===== config.mk =====
export PLATFORM = sky130hd
export DESIGN_NAME = xfer_seq
export DESIGN_NICKNAME = d
export VERILOG_FILES = /design/src/rtl/xseq_pkg.sv /design/src/rtl/xseq_addr_fmt.sv /design/src/rtl/xseq_watch.sv /design/src/rtl/xfer_seq.sv
export SDC_FILE = /design/constraint.sdc
export NUM_CORES = 1
export LEC_CHECK = 0
export ABC_CLOCK_PERIOD_IN_PS = 2800
export BUFFER_PORTS_ARGS = -buffer_cell sky130_fd_sc_hd__buf_2
export CORE_UTILIZATION = 35
export DETAILED_ROUTE_END_ITERATION = 6
export PLACE_DENSITY = 0.53
export SYNTH_ARGS = -nofsm -noshare
export SYNTH_HDL_FRONTEND = slang
export SYNTH_SLANG_ARGS = --single-unit

===== constraint.sdc =====
create_clock -name clk -period 2.8 [get_ports clk]
set_input_delay 0.14 -clock clk [delete_from_list [all_inputs] [get_ports clk]]
set_output_delay 0.14 -clock clk [all_outputs]
set_load 0.02 [all_outputs]

===== src/rtl/xseq_pkg.sv =====
package xseq_pkg;

    typedef enum logic [2:0] {
        S_IDLE, S_WSTART, S_WADDR1, S_WADDR2, S_WACK, S_WDATA, S_ABORT
    } seq_state_e;

    localparam logic [1:0] RES_OK    = 2'd0;
    localparam logic [1:0] RES_NODEV = 2'd1;
    localparam logic [1:0] RES_IOERR = 2'd2;
    localparam logic [1:0] RES_TMO   = 2'd3;

    // control register bit positions, decoded by the controller
    localparam int CB_ACK   = 2;
    localparam int CB_FLAG  = 3;
    localparam int CB_STOP  = 4;
    localparam int CB_START = 5;
    localparam int CB_EN    = 6;
    localparam int CB_IEN   = 7;

    localparam logic [7:0] ST_START      = 8'h08;
    localparam logic [7:0] ST_RESTART    = 8'h10;
    localparam logic [7:0] ST_WADDR_ACK  = 8'h18;
    localparam logic [7:0] ST_WADDR_NACK = 8'h20;
    localparam logic [7:0] ST_WDATA_ACK  = 8'h28;
    localparam logic [7:0] ST_WDATA_NACK = 8'h30;
    localparam logic [7:0] ST_RADDR_ACK  = 8'h40;
    localparam logic [7:0] ST_RADDR_NACK = 8'h48;
    localparam logic [7:0] ST_RDATA_ACK  = 8'h50;
    localparam logic [7:0] ST_RDATA_NACK = 8'h58;
    localparam logic [7:0] ST_WADDR2_ACK = 8'hD0;
    localparam logic [7:0] ST_RADDR2_ACK = 8'hE0;

endpackage


===== src/rtl/xseq_addr_fmt.sv =====
module xseq_addr_fmt (
    input  logic [9:0] addr,
    input  logic       ten,
    input  logic       rd,
    input  logic       rev,
    output logic [7:0] first,
    output logic [7:0] second
);
    logic dir;

    always_comb begin
        dir = rd ^ rev;
        if (ten) begin
            first  = 8'hF0 | {5'b0, addr[9:8], 1'b0} | {7'b0, dir};
            second = addr[7:0];
        end else begin
            first  = {addr[6:0], dir};
            second = 8'h00;
        end
    end
endmodule


===== src/rtl/xseq_watch.sv =====
module xseq_watch #(
    parameter int TO_W = 16
) (
    input  logic            clk,
    input  logic            rst_n,
    input  logic            run,
    input  logic            restart,
    input  logic [TO_W-1:0] limit,
    output logic            expire
);
    logic [TO_W-1:0] cnt_d, cnt_q;

    always_comb begin
        expire = run && (limit != '0) && (cnt_q == limit - 1'b1);
        if (!run || restart || expire) cnt_d = '0;
        else                           cnt_d = cnt_q + 1'b1;
    end

    always_ff @(posedge clk or negedge rst_n) begin
        if (!rst_n) cnt_q <= '0;
        else        cnt_q <= cnt_d;
    end


    cnt_bound_chk: assert property (@(posedge clk) disable iff (!rst_n)
        (limit != '0 && $stable(limit) && run) |-> (cnt_q < limit));
endmodule


===== src/rtl/xfer_seq.sv =====
module xfer_seq
    import xseq_pkg::*;
#(
    parameter int LEN_W = 8,
    parameter int TO_W  = 16
) (
    input  logic             clk,
    input  logic             rst_n,
    input  logic             start,
    input  logic [9:0]       msg_addr,
    input  logic             msg_ten,
    input  logic             msg_rd,
    input  logic             msg_rev,
    input  logic             msg_skip,
    input  logic [LEN_W-1:0] msg_len,
    input  logic [TO_W-1:0]  tmo_limit,
    input  logic             ctl_iflag,
    input  logic [7:0]       ctl_status,
    input  logic [7:0]       ctl_rdata,
    output logic [7:0]       ctl_wdata,
    output logic             ctl_data_we,
    output logic [7:0]       ctl_ctrl,
    output logic             ctl_ctrl_we,
    input  logic [7:0]       tx_byte,
    output logic             tx_take,
    output logic [7:0]       rx_byte,
    output logic             rx_valid,
    output logic             busy,
    output logic             done,
    output logic [1:0]       result
);
    localparam logic [7:0] CB_RUN = 8'((1 << CB_EN) | (1 << CB_IEN) | (1 << CB_ACK));
    localparam logic [7:0] CB_RST = 8'(1 << CB_EN);
    localparam logic [LEN_W-1:0] ONE = LEN_W'(1);

    typedef struct packed {
        seq_state_e       st;
        logic [LEN_W-1:0] left;
        logic [7:0]       cb;
        logic [1:0]       res;
        logic             ten;
        logic [7:0]       a1;
        logic [7:0]       a2;
        logic [7:0]       wdata;
        logic             data_we;
        logic [7:0]       ctrl;
        logic             ctrl_we;
        logic             take;
        logic [7:0]       rxb;
        logic             rxv;
        logic             done;
        logic             gap;
    } seq_t;

    seq_t q, n;
    logic [7:0] fmt_a1, fmt_a2;
    logic       tmo_hit, tmo_restart, act;

    xseq_addr_fmt u_fmt (
        .addr(msg_addr), .ten(msg_ten), .rd(msg_rd), .rev(msg_rev),
        .first(fmt_a1), .second(fmt_a2)
    );

    xseq_watch #(.TO_W(TO_W)) u_watch (
        .clk(clk), .rst_n(rst_n), .run(q.st != S_IDLE),
        .restart(tmo_restart), .limit(tmo_limit), .expire(tmo_hit)
    );

    function automatic seq_t f_ctrl(input seq_t s);
        s.ctrl    = s.cb;
        s.ctrl_we = 1'b1;
        s.gap     = 1'b1;
        return s;
    endfunction

    function automatic seq_t f_stop(input seq_t s);
        s.cb[CB_IEN] = 1'b0;
        s.ctrl       = s.cb | 8'(1 << CB_STOP);
        s.ctrl_we    = 1'b1;
        s.gap        = 1'b1;
        s.st         = S_IDLE;
        return s;
    endfunction

    function automatic seq_t f_finish(input seq_t s, input logic [1:0] code);
        s      = f_stop(s);
        s.res  = code;
        s.done = 1'b1;
        return s;
    endfunction

    function automatic seq_t f_send(input seq_t s, input logic [7:0] b);
        s.wdata   = b;
        s.data_we = 1'b1;
        return f_ctrl(s);
    endfunction

    function automatic seq_t f_wr_next(input seq_t s, input logic [7:0] b);
        if (s.left != '0) begin
            s      = f_send(s, b);
            s.take = 1'b1;
            s.left = s.left - 1'b1;
            s.st   = S_WACK;
        end else begin
            s = f_finish(s, s.res);
        end
        return s;
    endfunction

    function automatic seq_t f_rd_first(input seq_t s);
        if (s.left == '0) begin
            s = f_finish(s, s.res);
        end else begin
            if (s.left == ONE) s.cb[CB_ACK] = 1'b0;
            s    = f_ctrl(s);
            s.st = S_WDATA;
        end
        return s;
    endfunction

    function automatic seq_t f_addr2(input seq_t s);
        s    = f_send(s, s.a2);
        s.st = S_WADDR2;
        return s;
    endfunction

    always_comb begin
        n         = q;
        n.data_we = 1'b0;
        n.ctrl_we = 1'b0;
        n.take    = 1'b0;
        n.rxv     = 1'b0;
        n.done    = 1'b0;
        n.gap     = 1'b0;
        act       = ctl_iflag && !q.gap;

        if (q.st == S_IDLE) begin
            if (act) begin
                n = f_stop(n);
            end else if (start) begin
                n.a1   = fmt_a1;
                n.a2   = fmt_a2;
                n.ten  = msg_ten;
                n.left = msg_len;
                n.res  = RES_OK;
                n.cb   = CB_RUN;
                if (msg_skip && msg_rd) begin
                    n    = f_ctrl(n);
                    n.st = S_WDATA;
                end else if (msg_skip) begin
                    n      = f_send(n, tx_byte);
                    n.take = 1'b1;
                    n.left = msg_len - 1'b1;
                    n.st   = S_WACK;
                end else begin
                    n         = f_ctrl(n);
                    n.ctrl    = CB_RUN | 8'(1 << CB_START);
                    n.st      = S_WSTART;
                end
            end
        end else if (tmo_hit) begin
            if (q.st == S_ABORT) begin
                n.st   = S_IDLE;
                n.done = 1'b1;
            end else begin
                n.st  = S_ABORT;
                n.res = RES_TMO;
            end
        end else if (act) begin
            if (q.st == S_ABORT) begin
                n = f_finish(n, q.res);
            end else begin
                case (ctl_status)
                    ST_START, ST_RESTART: begin
                        n    = f_send(n, q.a1);
                        n.st = S_WADDR1;
                    end
                    ST_WADDR_ACK:
                        if (q.ten) n = f_addr2(n);
                        else       n = f_wr_next(n, tx_byte);
                    ST_WADDR2_ACK, ST_WDATA_ACK:
                        n = f_wr_next(n, tx_byte);
                    ST_RADDR_ACK:
                        if (q.ten) n = f_addr2(n);
                        else       n = f_rd_first(n);
                    ST_RADDR2_ACK:
                        n = f_rd_first(n);
                    ST_RDATA_ACK: begin
                        n.rxb  = ctl_rdata;
                        n.rxv  = 1'b1;
                        n.left = q.left - 1'b1;
                        if (n.left == ONE) n.cb[CB_ACK] = 1'b0;
                        n      = f_ctrl(n);
                        n.st   = S_WDATA;
                    end
                    ST_RDATA_NACK: begin
                        n.rxb = ctl_rdata;
                        n.rxv = 1'b1;
                        n     = f_finish(n, q.res);
                    end
                    ST_WADDR_NACK, ST_WDATA_NACK, ST_RADDR_NACK:
                        n = f_finish(n, RES_NODEV);
                    default:
                        n = f_finish(n, RES_IOERR);
                endcase
            end
        end
        tmo_restart = (n.st == S_ABORT) && (q.st != S_ABORT);
    end

    always_ff @(posedge clk or negedge rst_n) begin
        if (!rst_n) begin
            q    <= '0;
            q.cb <= CB_RST;
        end else begin
            q <= n;
        end
    end

    assign ctl_wdata   = q.wdata;
    assign ctl_data_we = q.data_we;
    assign ctl_ctrl    = q.ctrl;
    assign ctl_ctrl_we = q.ctrl_we;
    assign tx_take     = q.take;
    assign rx_byte     = q.rxb;
    assign rx_valid    = q.rxv;
    assign busy        = (q.st != S_IDLE);
    assign done        = q.done;
    assign result      = q.res;


    stop_ien_chk: assert property (@(posedge clk) disable iff (!rst_n)
        (ctl_ctrl_we && ctl_ctrl[CB_STOP]) |-> !ctl_ctrl[CB_IEN]);

    take_data_chk: assert property (@(posedge clk) disable iff (!rst_n)
        tx_take |-> ctl_data_we);

    rx_ctrl_chk: assert property (@(posedge clk) disable iff (!rst_n)
        rx_valid |-> (ctl_ctrl_we && !ctl_ctrl[CB_START] && !ctl_data_we));

    done_pulse_chk: assert property (@(posedge clk) disable iff (!rst_n)
        done |=> !done);

    done_idle_chk: assert property (@(posedge clk) disable iff (!rst_n)
        done |-> !busy);

    start_cause_chk: assert property (@(posedge clk) disable iff (!rst_n)
        (ctl_ctrl_we && ctl_ctrl[CB_START]) |-> ($past(start) && !$past(busy)));
endmodule


# Word-level counts from Yosys, hierarchy flattened

Cells that the tools add are included.

Register bits after elaboration: 84
Output and inout bits: 32
Word-level logic and storage cells: 152

Add/sub/neg operators: 4
Equal/unequal tests: 54
Mux-type cells: 28
Bitwise logic cells: 12
Reductions and logical operators: 35

Operators by type and width:

| operator                                                             | number |
|---|---|
| 68-bit 2-to-1 mux                                                    | 13 |
| 68-bit case mux with 8 select lines                                  | 1 |
| 3-bit != test, second input constant                                 | 17 |
| 45-bit 2-to-1 mux                                                    | 1 |
| 11-bit AND reduction                                                 | 3 |
| 8-bit by 7-bit == test with 1-bit output, second input constant      | 4 |
| 16-bit 2-to-1 mux                                                    | 2 |
| 4-bit != test, second input constant                                 | 7 |
| 14-bit AND reduction                                                 | 2 |
| 8-bit by 6-bit == test with 1-bit output, second input constant      | 3 |
| 2-bit != test, second input constant                                 | 12 |
| 16-bit by 1-bit adder with 16-bit output, second input constant      | 1 |
| 16-bit == test                                                       | 1 |
| 8-bit by 1-bit == test with 1-bit output, second input constant      | 2 |
| 8-bit by 5-bit == test with 1-bit output, second input constant      | 2 |
| 8-bit == test, second input constant                                 | 2 |
| 8-bit 2-to-1 mux                                                     | 2 |
| 16-bit nonzero test                                                  | 1 |
| 16-bit by 1-bit subtractor with 16-bit output, second input constant | 1 |
| 8-bit by 1-bit subtractor with 8-bit output, second input constant   | 2 |
| 15-bit AND reduction                                                 | 1 |
| 12-bit AND reduction                                                 | 1 |
| 1-bit NOT                                                            | 10 |
| 3-bit nonzero test                                                   | 3 |
| 20 further kinds                                                     | 39 |

# Logic depth before layout (Yosys ltp)

Word-level depth: 14
Gate-level depth with buffers: 12
Depth with buffers taken out: 10

# Modules after synthesis

Synthesis repeated with hierarchy kept, for this count alone.

Cell total of the unflattened synthesis: 625
Area total of the unflattened synthesis: 5509.0 um^2

By module, submodules not included:

| module        | instances | cells an instance | area each (um^2) | sequential area each (um^2) |
|---|---|---|---|---|
| xfer_seq      | 1         | 452               | 4035.1           | 1502.7 |
| xseq_watch    | 1         | 155               | 1332.5           | 400.4 |
| xseq_addr_fmt | 1         | 18                | 141.4            | 0.0 |

# Least setup slack after synthesis

No wires, ideal clock.

Path kind: input port to flip-flop
From: input port tmo_limit[0]
To: register q (netlist bit ctl_ctrl[6])
Setup time: 125 ps
Arrival: 2714 ps
Path slack: -38 ps
Stages: 11
Buffers on the path: 1
Cells stage by stage: inv_1 ha_1 nor3b_2 a21oi_1 nor4b_1 nand3_1 or4_4 nor3b_4 or3_1 buf_2 mux2_2

Longest elaborated chain between the ends: 5
Elaborated cells between the ends (all ways): 7

Ends and longest elaborated chain:

| what                                                                                 | RTL line         | RTL |
|---|---|---|
| from (decl)                                                                          | xfer_seq.sv:16   | `input logic [TO_W-1:0] tmo_limit,` |
| 16-bit by 1-bit subtractor with 16-bit output or 16-bit nonzero test (tied branches) | xseq_watch.sv:14 | `expire = run && (limit != '0) && (cnt_q == limit - 1'b1);` |
| 16-bit == test or 1-bit logical AND (tied branches)                                  | xseq_watch.sv:14 |  |
| 1-bit logical AND *                                                                  | xseq_watch.sv:14 |  |
| 2-bit by 1-bit != test with 1-bit output (no source line) *                          | n/a              |  |
| 3-bit AND reduction (no source line) *                                               | n/a              |  |
| to (signal assigned)                                                                 | xfer_seq.sv:216  | `q <= n;` |
| to (decl)                                                                            | xfer_seq.sv:55   | `seq_t q, n;` |

Mark *: on every way between the ends. The rest lies on a longest branch, timed or not.
A chain may end at the register's enable or synchronous reset.

# Worst setup path after layout

From: input port tmo_limit[0]
To: register q (netlist bit rx_byte[5])

Longest elaborated chain between the ends: 5
Elaborated cells between the ends (all ways): 7

Ends and longest elaborated chain:

| what                                                                                 | RTL line |
|---|---|
| 16-bit by 1-bit subtractor with 16-bit output or 16-bit nonzero test (tied branches) | xseq_watch.sv:14 |
| 16-bit == test or 1-bit logical AND (tied branches)                                  | xseq_watch.sv:14 |
| 1-bit logical AND *                                                                  | xseq_watch.sv:14 |
| 1-bit NOT (no source line) *                                                         | n/a |
| 11-bit AND reduction (no source line) *                                              | n/a |

Marks and branches as above.

==> out/results.txt <==
sequential share of the synthesized area -> 36.2%
fraction of layout instances using a drive strength above 1 -> 28.0%
failing checks -> hold timing
clock root cell -> clkbuf_16
core footprint -> 14600 um2
Async SR Flop Fraction -> 100%
final hold violation count -> 75
CP peak stage delay -> 490 ps
Initial Util -> 36.1%
Global Route Usage Sum -> 19.8%
CP Capture Type -> flop
vias in the first global route -> 4920
I/O pin count -> 98
Lkg Pwr -> 2.96 nW
DR vias/cell -> 5.40
clock latency on the worst-skew pair -> 350 ps
Yosys cell types -> 73
HP Class -> input pin to async pin
largest net degree at the start of global routing -> 77
hold slack -> -43.6 ps
number of synthesized register bits -> 76
Ys Warns -> 0
final slew viol count -> 0
Syn Inst Count -> 623
die area -> 15500 um2
post-synth design cell area -> 5260 um2
Worst Max-Slew Pin Slew -> 989 ps
Finish-stage setup viols -> 0
Max Clock Skew -> 10.8 ps
Slew headroom -> 34.1%
clock buffer depth -> 2
Max-Cap Viols -> 0
Post-synth EDFFs -> 0
global route total overflow -> 0
Max FO, Critical Path -> 9
CP Cell Sequence -> buf_2 -> inv_1 -> ha_1 -> or3b_2 -> buf_4 -> o31ai_1 -> a32oi_1 -> mux2i_2 -> nor4_4 -> buf_4 -> buf_4 -> a21oi_4 -> mux2_1
Worst path top cell family by delay -> compound AO/OA/AOI/OAI gates
number of diodes -> 0
Synth Area per Inst -> 8.45 um2
final net count -> 821
port buffer count -> 97
Via Count -> 5052
Rows -> 44
area delta synth->final -> 24.5%
DR DRC count -> 0
syn_nets -> 698
# H-tree levels -> 3
Slowest-stage cell, CP -> or3b_2
initial antenna violation count -> 0
CTS tree -> yes
Final ANT Viol Nets -> 0
status -> finished with violations
most used flip-flop cell after synthesis -> dfrtp_1
DR iter-0 viols -> 304
Period Utilization, post-route -> 93.8%
fmax -> 0.381 GHz
pwr dens -> 764 nW/um2
first-pass GRT wire length -> 24800 um
Max IR drop VDD -> 0.000345 V
crit path kind -> input pin to flop
post-layout min period -> 2630 ps
hpwl dp -> 11300 um
final core utilization -> 44.9%
clock sinks -> 76
most used cell, CP -> buf_4
Die Span Y -> 125 um
crit path buf inv count -> 5
Worst Path Arrival -> 2850 ps
clk slew on worst S/H paths -> 60 ps
CP Launch Type -> input pin
Tot Pwr -> 0.00501 W
Req. time, crit path -> 3030 ps
CTS Buf Count -> 9
Post-Route WL -> 14800 um
1st-pass router iterations -> 5
final RePlAce weighted congestion -> 0.925
WL/cell -> 15.9 um
Chip Width -> 125 um
## worst paths after layout
path                                  start          endpoint  slack [ps]  cells past startpoint
max                            tmo_limit[0]        rx_byte[5]         170                     13
min                                   rst_n  u_watch.cnt_q[2]         -40                      1
max reg2reg                u_watch.cnt_q[2]        rx_byte[5]         190                      9
min reg2reg                           q[44]             q[44]         470                      2
max in group asynchronous             rst_n             q[67]        2160                      1
min in group clk               ctl_rdata[1]        rx_byte[1]          10                      2
## cell usage in the layout, fill, tap and decap left out, types with 4 or more instances in the layout
cell type / netlist / routed
nor3_1: 20 / 19
o31ai_1: 7 / 7
nor4_1: 14 / 14
a32oi_1: 4 / 4
a31oi_1: 12 / 12
xnor2_1: 27 / 25
ha_1: 9 / 9
nor2_1: 66 / 66
nor4b_1: 6 / 5
nand3_1: 21 / 21
o21ai_0: 35 / 35
dfrtp_1: 75 / 72
clkbuf_16: 0 / 9
or4_1: 4 / 4
a211oi_1: 7 / 7
nand2_1: 59 / 59
and3_1: 9 / 9
nor3b_1: 5 / 5
nor2b_1: 7 / 7
o21ai_1: 12 / 12
mux2_1: 10 / 10
nand2b_1: 14 / 14
or3_1: 13 / 12
and2_1: 4 / 4
buf_4: 27 / 65
buf_2: 5 / 97
nand4_1: 5 / 5
inv_1: 14 / 14
a21oi_1: 27 / 27
xor2_1: 18 / 18
a22oi_1: 8 / 8
## power by group
group	internal, W	switching (W)	total, W
clock	0.000614	0.000508	0.00112
combinational	0.000913	0.00130	0.00222
sequential	0.00144	0.000236	0.00167
## area by class of cell
type / count / area (um2)
Inverter: 16 / 60.1
Tap cell: 184 / 230
Clock buffer: 9 / 225
Multi-Input combinational cell: 477 / 3040
Clock inverter: 7 / 57.6
Fill cell: 1469 / 8030
Sequential cell: 76 / 1910
Timing Repair Buffer: 166 / 1030
## cells in the mapped netlist, drive strengths merged (8+ instances only)
library cell,n,share of area (%)
nor3,20,1.9
a21oi,28,2.7
or3,13,1.5
xor2,18,3.0
a31oi,12,1.4
nor2,66,4.7
mux2,13,2.8
and3,9,1.1
a211oi,8,1.2
a22oi,8,1.1
dfrtp,75,36
inv,15,1.1
nand2,59,4.2
xnor2,27,4.5
o21ai,47,4.5
nand3,21,2.0
nor4,16,2.3
clkbuf,18,1.3
ha,9,2.1
nand2b,14,1.7
buf,36,4.9
## through the flow
step	hold WS, ps	instance area, um2	std cells	TNS [ps]	setup slack [ps]
5_1_grt	16.1	6560	935	-10.6	-8.28
6_report	-43.6	6560	935	0	174
3_3_place_gp	357	6160	912	-5920	-213
4_1_cts	2.65	6450	929	0	50.3
2_1_floorplan	-156	5270	623	0	3.79
3_5_place_dp	363	6160	912	-7990	-268
## sequential cells by signal (all words and copies together), names as in the netlist, 2 cells and up
name and count:
q 31, result 2, u_watch.cnt_q 16, ctl_wdata 8
ctl_ctrl 6, rx_byte 8
## layer usage
layer | share of wire (%) | track usage [%] | wire [um]
met1 | 47 | 26.8 | 6920
met2 | 47 | 31.8 | 6960
met3 | 4.8 | 3.78 | 710
met4 | 1.7 | 6.59 | 253
met5 | 0 | 0 | 0
## kinds of logic (layout without fill, tap and decap cells)
| family | Yosys count | after routing | synth area share, % |
|---|---|---|---|
| AND/OR/NAND/NOR | 263 | 263 | 26.1 |
| adder cells (fa/ha/maj) | 9 | 9 | 2.14 |
| multiplexers | 17 | 17 | 3.54 |
| buffers and inverters | 70 | 198 | 7.32 |
| flip-flops | 76 | 76 | 36.2 |
| XOR/XNOR | 45 | 45 | 7.49 |
| AO/OA/AOI/OAI | 143 | 143 | 17.2 |
## repair_timing
item / in CTS / in global routing
hold buffers: 1 / 0
hold endpoints to repair: 1 / 0
gates resized for setup: 0 / 13
setup endpoints to repair: 0 / 46
setup buffers: 0 / 5
Note: power is estimated with default switching activity, not from simulation.
